<file path="src/rtl/psram_ctrl_pkg.sv">
package psram_ctrl_pkg;

   typedef enum logic [2:0] {
      ST_IDLE,
      ST_WR_SETUP,
      ST_WR_PULSE,
      ST_WR_HOLD,
      ST_RD_TURN,
      ST_RD_WAIT,
      ST_SLEEP,
      ST_WAKE
   } psram_state_e;

   // strobe window: access time rounded up to whole cycles, plus one margin cycle
   function automatic int unsigned wait_cycles(input int unsigned period_ns,
                                               input int unsigned access_ns);
      return (access_ns + period_ns - 1) / period_ns + 1;
   endfunction

endpackage

</file>
<file path="src/rtl/psram_wait_timer.sv">
module psram_wait_timer #(
   parameter int unsigned CYCLES = 19
) (
   input  logic clk,
   input  logic rst_n,
   input  logic load,
   output logic done
);
   localparam int unsigned CNT_W = (CYCLES > 1) ? $clog2(CYCLES) : 1;

   if (CYCLES < 1) begin : g_bad_cycles
      $error("psram_wait_timer: CYCLES must be at least 1");
   end

   logic [CNT_W-1:0] cnt_q;

   always_ff @(posedge clk or negedge rst_n) begin
      if (!rst_n)
         cnt_q <= '0;
      else if (load)
         cnt_q <= CNT_W'(CYCLES - 1);
      else if (cnt_q != '0)
         cnt_q <= cnt_q - 1'b1;
   end

   assign done = (cnt_q == '0);
endmodule

</file>
<file path="src/rtl/psram_lane_decode.sv">
module psram_lane_decode #(
   parameter int unsigned DATA_W = 16
) (
   input  logic [1:0]        be,
   input  logic              active,
   output logic              lo_sel_n,
   output logic              hi_sel_n,
   output logic [DATA_W-1:0] keep_mask
);
   localparam int unsigned LANE_W = DATA_W / 2;

   if (DATA_W % 2 != 0) begin : g_bad_width
      $error("psram_lane_decode: DATA_W must split into two lanes");
   end

   assign lo_sel_n = !(active && be[0]);
   assign hi_sel_n = !(active && be[1]);

   for (genvar g = 0; g < 2; g++) begin : g_lane
      assign keep_mask[g*LANE_W +: LANE_W] = {LANE_W{be[g]}};
   end
endmodule

</file>
<file path="src/rtl/psram_async_ctrl.sv">
module psram_async_ctrl
   import psram_ctrl_pkg::*;
#(
   parameter int unsigned ADDR_W    = 20,
   parameter int unsigned DATA_W    = 16,
   parameter int unsigned CLK_NS    = 4,
   parameter int unsigned ACCESS_NS = 70
) (
   input  logic              clk,
   input  logic              rst_n,
   input  logic              sleep_req,
   input  logic              req_valid,
   output logic              req_ready,
   input  logic              req_write,
   input  logic [ADDR_W-1:0] req_addr,
   input  logic [DATA_W-1:0] req_wdata,
   input  logic [1:0]        req_be,
   output logic              rsp_valid,
   output logic [DATA_W-1:0] rsp_rdata,
   output logic              mem_cs_n,
   output logic              mem_awake,
   output logic              mem_we_n,
   output logic              mem_oe_n,
   output logic              mem_lo_sel_n,
   output logic              mem_hi_sel_n,
   output logic [ADDR_W-1:0] mem_addr,
   output logic [DATA_W-1:0] mem_dq_out,
   output logic              mem_dq_oe,
   input  logic [DATA_W-1:0] mem_dq_in
);
   localparam int unsigned WAIT_CYC = wait_cycles(CLK_NS, ACCESS_NS);

   if (DATA_W != 16) begin : g_bad_data
      $error("psram_async_ctrl: memory has two 8-bit lanes, DATA_W must be 16");
   end
   if (CLK_NS == 0) begin : g_bad_clk
      $error("psram_async_ctrl: CLK_NS must be nonzero");
   end

   psram_state_e      state_q;
   logic [ADDR_W-1:0] addr_q;
   logic [DATA_W-1:0] wdata_q;
   logic [DATA_W-1:0] rdata_q;
   logic [1:0]        be_q;
   logic              rsp_q;
   logic              tmr_load;
   logic              tmr_done;
   logic              mem_active;
   logic              accept;
   logic [DATA_W-1:0] keep_mask;

   assign req_ready  = (state_q == ST_IDLE) && !sleep_req;
   assign accept     = req_valid && req_ready;
   assign mem_active = state_q inside {ST_WR_SETUP, ST_WR_PULSE, ST_WR_HOLD,
                                       ST_RD_TURN, ST_RD_WAIT};
   assign tmr_load   = (state_q == ST_WR_SETUP) || (state_q == ST_RD_TURN);

   psram_wait_timer #(.CYCLES(WAIT_CYC)) u_timer (
      .clk   (clk),
      .rst_n (rst_n),
      .load  (tmr_load),
      .done  (tmr_done)
   );

   psram_lane_decode #(.DATA_W(DATA_W)) u_lanes (
      .be        (be_q),
      .active    (mem_active),
      .lo_sel_n  (mem_lo_sel_n),
      .hi_sel_n  (mem_hi_sel_n),
      .keep_mask (keep_mask)
   );

   always_ff @(posedge clk or negedge rst_n) begin
      if (!rst_n) begin
         state_q <= ST_IDLE;
         addr_q  <= '0;
         wdata_q <= '0;
         rdata_q <= '0;
         be_q    <= '0;
         rsp_q   <= 1'b0;
      end else begin
         rsp_q <= 1'b0;
         unique case (state_q)
            ST_IDLE: begin
               if (sleep_req) begin
                  state_q <= ST_SLEEP;
               end else if (accept) begin
                  addr_q  <= req_addr;
                  wdata_q <= req_wdata;
                  be_q    <= req_be;
                  if (req_be == 2'b00) begin
                     rsp_q   <= 1'b1;
                     rdata_q <= '0;
                  end else begin
                     state_q <= req_write ? ST_WR_SETUP : ST_RD_TURN;
                  end
               end
            end
            ST_WR_SETUP: state_q <= ST_WR_PULSE;
            ST_WR_PULSE: if (tmr_done) state_q <= ST_WR_HOLD;
            ST_WR_HOLD: begin
               state_q <= ST_IDLE;
               rsp_q   <= 1'b1;
            end
            ST_RD_TURN: state_q <= ST_RD_WAIT;
            ST_RD_WAIT: begin
               if (tmr_done) begin
                  state_q <= ST_IDLE;
                  rdata_q <= mem_dq_in & keep_mask;
                  rsp_q   <= 1'b1;
               end
            end
            ST_SLEEP: if (!sleep_req) state_q <= ST_WAKE;
            ST_WAKE:  state_q <= sleep_req ? ST_SLEEP : ST_IDLE;
            default:  state_q <= ST_IDLE;
         endcase
      end
   end

   assign mem_cs_n   = !mem_active;
   assign mem_we_n   = (state_q != ST_WR_PULSE);
   assign mem_oe_n   = (state_q != ST_RD_WAIT);
   assign mem_awake  = (state_q != ST_SLEEP);
   assign mem_dq_oe  = (state_q == ST_WR_PULSE) || (state_q == ST_WR_HOLD);
   assign mem_addr   = addr_q;
   assign mem_dq_out = wdata_q;
   assign rsp_valid  = rsp_q;
   assign rsp_rdata  = rdata_q;
endmodule

</file>
<file path="config.mk">
export PLATFORM = sky130hd
export DESIGN_NAME = psram_async_ctrl
export DESIGN_NICKNAME = d
export VERILOG_FILES = /design/src/rtl/psram_ctrl_pkg.sv /design/src/rtl/psram_wait_timer.sv /design/src/rtl/psram_lane_decode.sv /design/src/rtl/psram_async_ctrl.sv
export SDC_FILE = /design/constraint.sdc
export NUM_CORES = 1
export LEC_CHECK = 0
export ABC_CLOCK_PERIOD_IN_PS = 2800
export CORE_UTILIZATION = 25
export CTS_CLUSTER_DIAMETER = 200
export DETAILED_ROUTE_END_ITERATION = 10
export DONT_BUFFER_PORTS = 1
export PLACE_DENSITY = 0.43
export SYNTH_ARGS = -nofsm -noshare
export SYNTH_HDL_FRONTEND = slang
export SYNTH_SLANG_ARGS = --single-unit
</file>
<file path="constraint.sdc">
create_clock -name clk -period 2.8 [get_ports clk]
set_clock_uncertainty 0.2 [all_clocks]
set_input_delay 0.56 -clock clk [delete_from_list [all_inputs] [get_ports clk]]
set_output_delay 0.56 -clock clk [all_outputs]
set_load 0.005 [all_outputs]
</file>
==> results of run 1 <==
-- sequential cells by signal, summed over array words and instances (netlist names) --
name           flops
mem_dq_out        16
u_timer.cnt_q      5
rsp_rdata         16
state_q            3
rsp_valid          1
be_q               2
mem_addr          20
-- worst paths after layout --
| path | depth (start not counted) | to | slack [ns] | start |
|---|---|---|---|---|
| worst max-delay path | 1 | req_ready | 0.56 | state_q[2] |
| worst min-delay path | 2 | rsp_rdata[11] | 0.14 | mem_dq_in[11] |
| worst max register to register | 6 | rsp_rdata[14] | 0.64 | u_timer.cnt_q[0] |
| worst min register to register | 1 | u_timer.cnt_q[1] | 0.31 | u_timer.cnt_q[1] |
| max in group asynchronous | 2 | mem_addr[7] | 1.58 | rst_n |
| min in group asynchronous | 2 | mem_addr[1] | 0.54 | rst_n |
-- cells in the mapped netlist, types with 2 or more instances --
cell | n | share of area (%)
mux2_2 | 18 | 7.2
dfrtp_1 | 63 | 56
o21ai_0 | 3 | 0.53
nand3b_1 | 2 | 0.53
inv_1 | 22 | 2.9
or3_1 | 2 | 0.44
mux2i_1 | 16 | 5.7
a21oi_1 | 6 | 1.1
and4b_1 | 2 | 0.71
nand3_1 | 2 | 0.36
buf_2 | 2 | 0.36
buf_6 | 4 | 1.6
nor2_1 | 6 | 0.80
nor2b_1 | 3 | 0.67
clkbuf_1 | 4 | 0.53
nand2_1 | 22 | 2.9
nor3_1 | 2 | 0.36
mux2_4 | 20 | 11
-- stage by stage --
step	instance area, sq um	setup WS, ns	power (mW)	hold slack (ns)
floorplan	2810	0.755	2.34	0.0644
global placement	2960	0.681	2.53	0.0658
detailed placement	2960	0.610	2.55	0.0661
CTS	3160	0.524	3.31	0.105
global route	3160	0.473	3.47	0.121
finish	3160	0.563	3.24	0.144
-- where the power goes --
group          internal, mW  leakage [nW]  switching [mW]
logic                 0.505         0.520           0.364
registers              1.31         0.793           0.365
clock network         0.359        0.0854           0.335
-- final cells by class --
| class | instances | area [sq um] |
|---|---|---|
| Clock buffer | 13 | 159 |
| Fill cell | 1111 | 7730 |
| Tap cell | 140 | 175 |
| Inverter | 22 | 82.6 |
| Clock inverter | 1 | 5.00 |
| Multi-Input combinational cell | 121 | 1080 |
| Sequential cell | 63 | 1580 |
| Timing Repair Buffer | 6 | 80.1 |
-- worst register-to-register path, cell delays in order, from the launching register on --
cell       delay [ns]
dfrtp_1          0.39
inv_1            0.08
ha_1             0.20
or4b_4           0.52
o2bb2ai_4        0.15
buf_4            0.30
mux2i_1          0.24
-- cell families (layout without fill, tap and decap cells) --
| group | after synthesis | in the layout |
|---|---|---|
| fa+ha+maj | 1 | 1 |
| xor+xnor | 1 | 1 |
| compound gates | 18 | 18 |
| buf+inv | 33 | 42 |
| mux | 54 | 54 |
| flops | 63 | 63 |
| simple gates | 47 | 47 |
-- timing repair --
action / in CTS / in global routing
hold endpoints to repair: 63 / 0
endpoints found under the setup margin: 0 / 0
resized for setup: 0 / 0
hold buffers: 2 / 0
-- metal layers --
metal  vias up  GRT usage (%)  part of all wire, %
met3        10           5.24                   11
li1        742              -                    -
met2        81           14.7                   43
met1       751           12.1                   43
met5         -              0                    0
met4         0           7.63                  2.8
==> results.toml, run 1 <==
[run_status]
outcome = "complete, no violations"

[route]
vias = 1584
viasPerCell = 4.33
wl_um = 5760
ant_nets = 0
first_pass_iters = 4
drt-wirelength-per-cell_um = 15.7
drt-initial-drc-count = 51
drc = 0

[logic_synthesis]
yosys_register_bits = 63
ys.flop_type = "dfrtp_1"
synthSimpleGateAreaFrac_pct = 9.07
synth_compound_area_share_pct = 5.02
synth_top_family_by_area = "multiplexers"
synth-xor-area-share_pct = 0.311
syn_area_per_cell_sq_um = 13.0
synthAdderAreaFrac_pct = 0.445
ys_async_sr_fraction_pct = 100
synth_cells = 217
syn_nets = 277
synth_edf_count = 0
synth.cell_area_sq_um = 2810
yosysWarnings = 0
ys_types = 36
synth_seq_area_share_pct = 56.0
synthMuxAreaShare_pct = 23.6

[layout]
n_antenna_cell = 0
final_common_cell = "dfrtp_1"
drive_above_1_share_pct = 26.1
area_growth_pct = 12.3
final_cells = 366
finish.utilization_pct = 29.0
fin_nets = 283
layout_common_cells = "dfrtp_1, inv_1, nand2_1, mux2_4, mux2_2"

[floorplanning]
core_area_sq_um = 10900
die_y_um = 108
fp.dieArea_sq_um = 11700
rows = 38
chipWidth_um = 108
io_pins = 120
start_util_pct = 25.8

[timing]
timing.slew.headroom_pct = 63.3
min_period_ns = 2.24
rsz0062_at_grt = "no"
finalCritPeriodShare_pct = 79.9
hold_violations = 0
maxClockFrequency_mhz = 447
maxSlewViolCount = 0
tns_ns = 0
setup_viol = 0
tightest_slew_ns = 0.546

[worst_setup_path]
cp_top_family = "flip-flops"
path_max_fanout = 16
end_kind = "output port"
cp_cell_sequence = "nor4_4"
crit_type = "flip-flop to output port"
worstPathRequired_ns = 2.04
cp_slowest_cell = "dfrtp_1"
arrival_ns = 1.48
start_kind = "flip-flop"
critical-path-max-stage-delay_ns = 0.56
path_buf_inv = 0

[placed_design]
place_inst = 350
place_congestion = 0.736
io_buffers = 0
place_hpwl_um = 3910

[global_routing]
grt_remaining_overflow = 0
grt_max_degree = 64
antenna_found_initial = 0
grt_pass1_vias = 1688
grt_use_total_pct = 10.4
grt_pass1_wl_um = 8690

[cts]
cts_setup_buffers = 0
cts_sinks = 63
path_clk_slew_ns = 0.07
cts_tree = "done"
cts_made_buffers = 9
insertion_delay_ns = 0.35
cts-root-buf = "clkbuf_8"
htree_levels = 3
clock_path_buffers = 2

[run]
cap_viol_max_count = 0

[min_path]
hold_class = "input port to flip-flop"

[power_and_ir_drop]
powerDensity_nw_per_um2 = 1020
peakVddDrop_uv = 446
leakagePower_nw = 1.40
No activity file was read; power rests on OpenSTA's default activity.
==> run 2: changes to the inputs <==
--- a/config.mk
+++ b/config.mk
@@ -5,12 +5,12 @@
 export SDC_FILE = /design/constraint.sdc
 export NUM_CORES = 1
 export LEC_CHECK = 0
-export ABC_CLOCK_PERIOD_IN_PS = 2800
+export ABC_CLOCK_PERIOD_IN_PS = 2050
 export CORE_UTILIZATION = 25
 export CTS_CLUSTER_DIAMETER = 200
 export DETAILED_ROUTE_END_ITERATION = 10
 export DONT_BUFFER_PORTS = 1
-export PLACE_DENSITY = 0.43
+export PLACE_DENSITY = 0.45
 export SYNTH_ARGS = -nofsm -noshare
 export SYNTH_HDL_FRONTEND = slang
 export SYNTH_SLANG_ARGS = --single-unit
==> constraint.sdc (replaced) <==
create_clock -name clk -period 2.05 [get_ports clk]
set_clock_uncertainty 0.2 [all_clocks]
set_input_delay 0.41 -clock clk [delete_from_list [all_inputs] [get_ports clk]]
set_output_delay 0.41 -clock clk [all_outputs]
set_load 0.005 [all_outputs]
==> run 2 against run 1 <==
Against the previous run:
- clock-buffer cell count shrank 1
- final area grew 22%
- total power grew 47%
- critical path type is now flip-flop to flip-flop
- first-iteration DRC count grew 57%
- largest cell class unchanged
==> results.toml, run 2 (synthesis results as in run 1) <==
[run]
cap_viol_max_count = 0

[global_routing]
antenna_found_initial = 0
grt_use_total_pct = 12.0
grt_max_degree = 64
grt_pass1_wl_um = 10100
grt_remaining_overflow = 0
grt_pass1_vias = 1982

[timing]
timing.slew.headroom_pct = 74.7
setup_viol = 0
hold_violations = 0
min_period_ns = 2.04
fin_ws_ns = 0.00685
rsz0062_at_grt = "yes"
tns_ns = 0
maxSlewViolCount = 0
maxClockFrequency_mhz = 489
finalCritPeriodShare_pct = 99.7
tightest_slew_ns = 0.379

[floorplanning]
start_util_pct = 25.8
chipWidth_um = 108
rows = 38
io_pins = 120
fp.dieArea_sq_um = 11700
die_y_um = 108
core_area_sq_um = 10900

[cts]
path_clk_slew_ns = 0.07
cts_sinks = 63
cts-root-buf = "clkbuf_8"
insertion_delay_ns = 0.35
cts_made_buffers = 9
clock_path_buffers = 2
htree_levels = 3
cts_tree = "done"

[route]
drt-initial-drc-count = 80
drt-wirelength-per-cell_um = 15.3
first_pass_iters = 4
wl_met3_um = 485
vias = 1903
drc = 0
met1_length_um = 2620
ant_nets = 0
wl_um = 6610
viasPerCell = 4.42
wl_met2_um = 3360
top_layer = "met4"

[worst_setup_path]
end_kind = "flip-flop"
cp_slowest_cell = "or4b_4"
cp_top_family = "simple AND/OR/NAND/NOR gates"
path_max_fanout = 8
worstPathRequired_ns = 2.12
start_kind = "flip-flop"
path_buf_inv = 2
arrival_ns = 2.11
cp_cell_sequence = "inv_2 -> ha_2 -> or4b_4 -> o2bb2ai_4 -> buf_12 -> mux2i_2"
critical-path-max-stage-delay_ns = 0.50
crit_type = "flip-flop to flip-flop"

[layout]
drive_above_1_share_pct = 25.4
final_cells = 431
final_common_cell = "dfrtp_1"
area_growth_pct = 36.5
final_cell_area_sq_um = 3840
layout_common_cells = "dfrtp_1, dlygate4sd3_1, nand2_1, inv_1, mux2_4"
largest_reg_flops = 20
fin_nets = 346
n_antenna_cell = 0

[power_and_ir_drop]
power.share.clock_pct = 22.5
powerDensity_nw_per_um2 = 1230
pwr-share-comb_pct = 30.2
peakVddDrop_uv = 506
power.share.sequential_pct = 47.3
switchingPower_mw = 1.54
intPower_mw = 3.20
leakagePower_nw = 1.69
switching_share_pct = 32.6

[placed_design]
place_congestion = 0.687
place_hpwl_um = 4060
place_inst = 356
io_buffers = 0
pre_cts_ws_ns = 0.0331
place_area_sq_um = 3020

[run_status]
outcome = "complete, no violations"

[min_path]
hold_class = "input port to flip-flop"
==> run 2: power by group through the flow <==
stage | Combinational (mW) | Sequential (mW) | Clock, mW
after floorplan | 1.08 | 2.12 | 0
after global placement | 1.26 | 2.26 | 0
after detailed placement | 1.29 | 2.25 | 0
after CTS | 1.41 | 2.24 | 1.13
after global routing | 1.60 | 2.31 | 1.19
final | 1.43 | 2.24 | 1.07
==> run 2: repair_timing <==
item	in CTS	in global routing
resized for setup	0	5
hold endpoints to repair	118	0
hold buffers	57	0
endpoints found under the setup margin	0	19
setup buffers	0	1
==> run 2: metal layers <==
metal	vias up	GRT usage [%]
li1	879	-
met1	928	12.7
met2	85	19.6
met3	11	5.79
met4	0	6.75
met5	-	0
==> run 2: final timing paths <==
check / start / end / slack [ns] / depth (start not counted)
worst max-delay path: u_timer.cnt_q[0] / rsp_rdata[1] / 0.007 / 6
worst min-delay path: sleep_req / state_q[2] / 0.05 / 2
worst max register to register: u_timer.cnt_q[0] / rsp_rdata[1] / 0.007 / 6
worst min register to register: u_timer.cnt_q[1] / u_timer.cnt_q[1] / 0.31 / 1
max in group asynchronous: rst_n / rsp_valid / 0.98 / 2
min in group asynchronous: rst_n / mem_addr[4] / 0.38 / 2
==> run 2: layout make-up <==
| class | instances | area, sq um |
|---|---|---|
| fill | 1059 | 7050 |
| sequential | 63 | 1580 |
| multi-input combinational | 121 | 1100 |
| timing repair buffer | 69 | 721 |
| tap | 140 | 175 |
| clock buffer | 12 | 145 |
| inverter | 22 | 82.6 |
| clock inverter | 4 | 45.0 |
==> run 2: per-stage QoR <==
step	hold WS (ns)	utilization (%)	power, mW
global route	0.0291	35.3	5.10
CTS	0.0161	34.8	4.79
finish	0.0465	35.3	4.74
detailed placement	-0.0846	27.7	3.54
floorplan	-0.0856	-	3.19
global placement	-0.0844	27.7	3.52
==> run 2: worst register-to-register path, cell delays in order (launching register included) <==
cell       delay (ns)
dfrtp_1          0.40
inv_2            0.06
ha_2             0.17
or4b_4           0.50
o2bb2ai_4        0.23
buf_12           0.17
mux2i_2          0.23
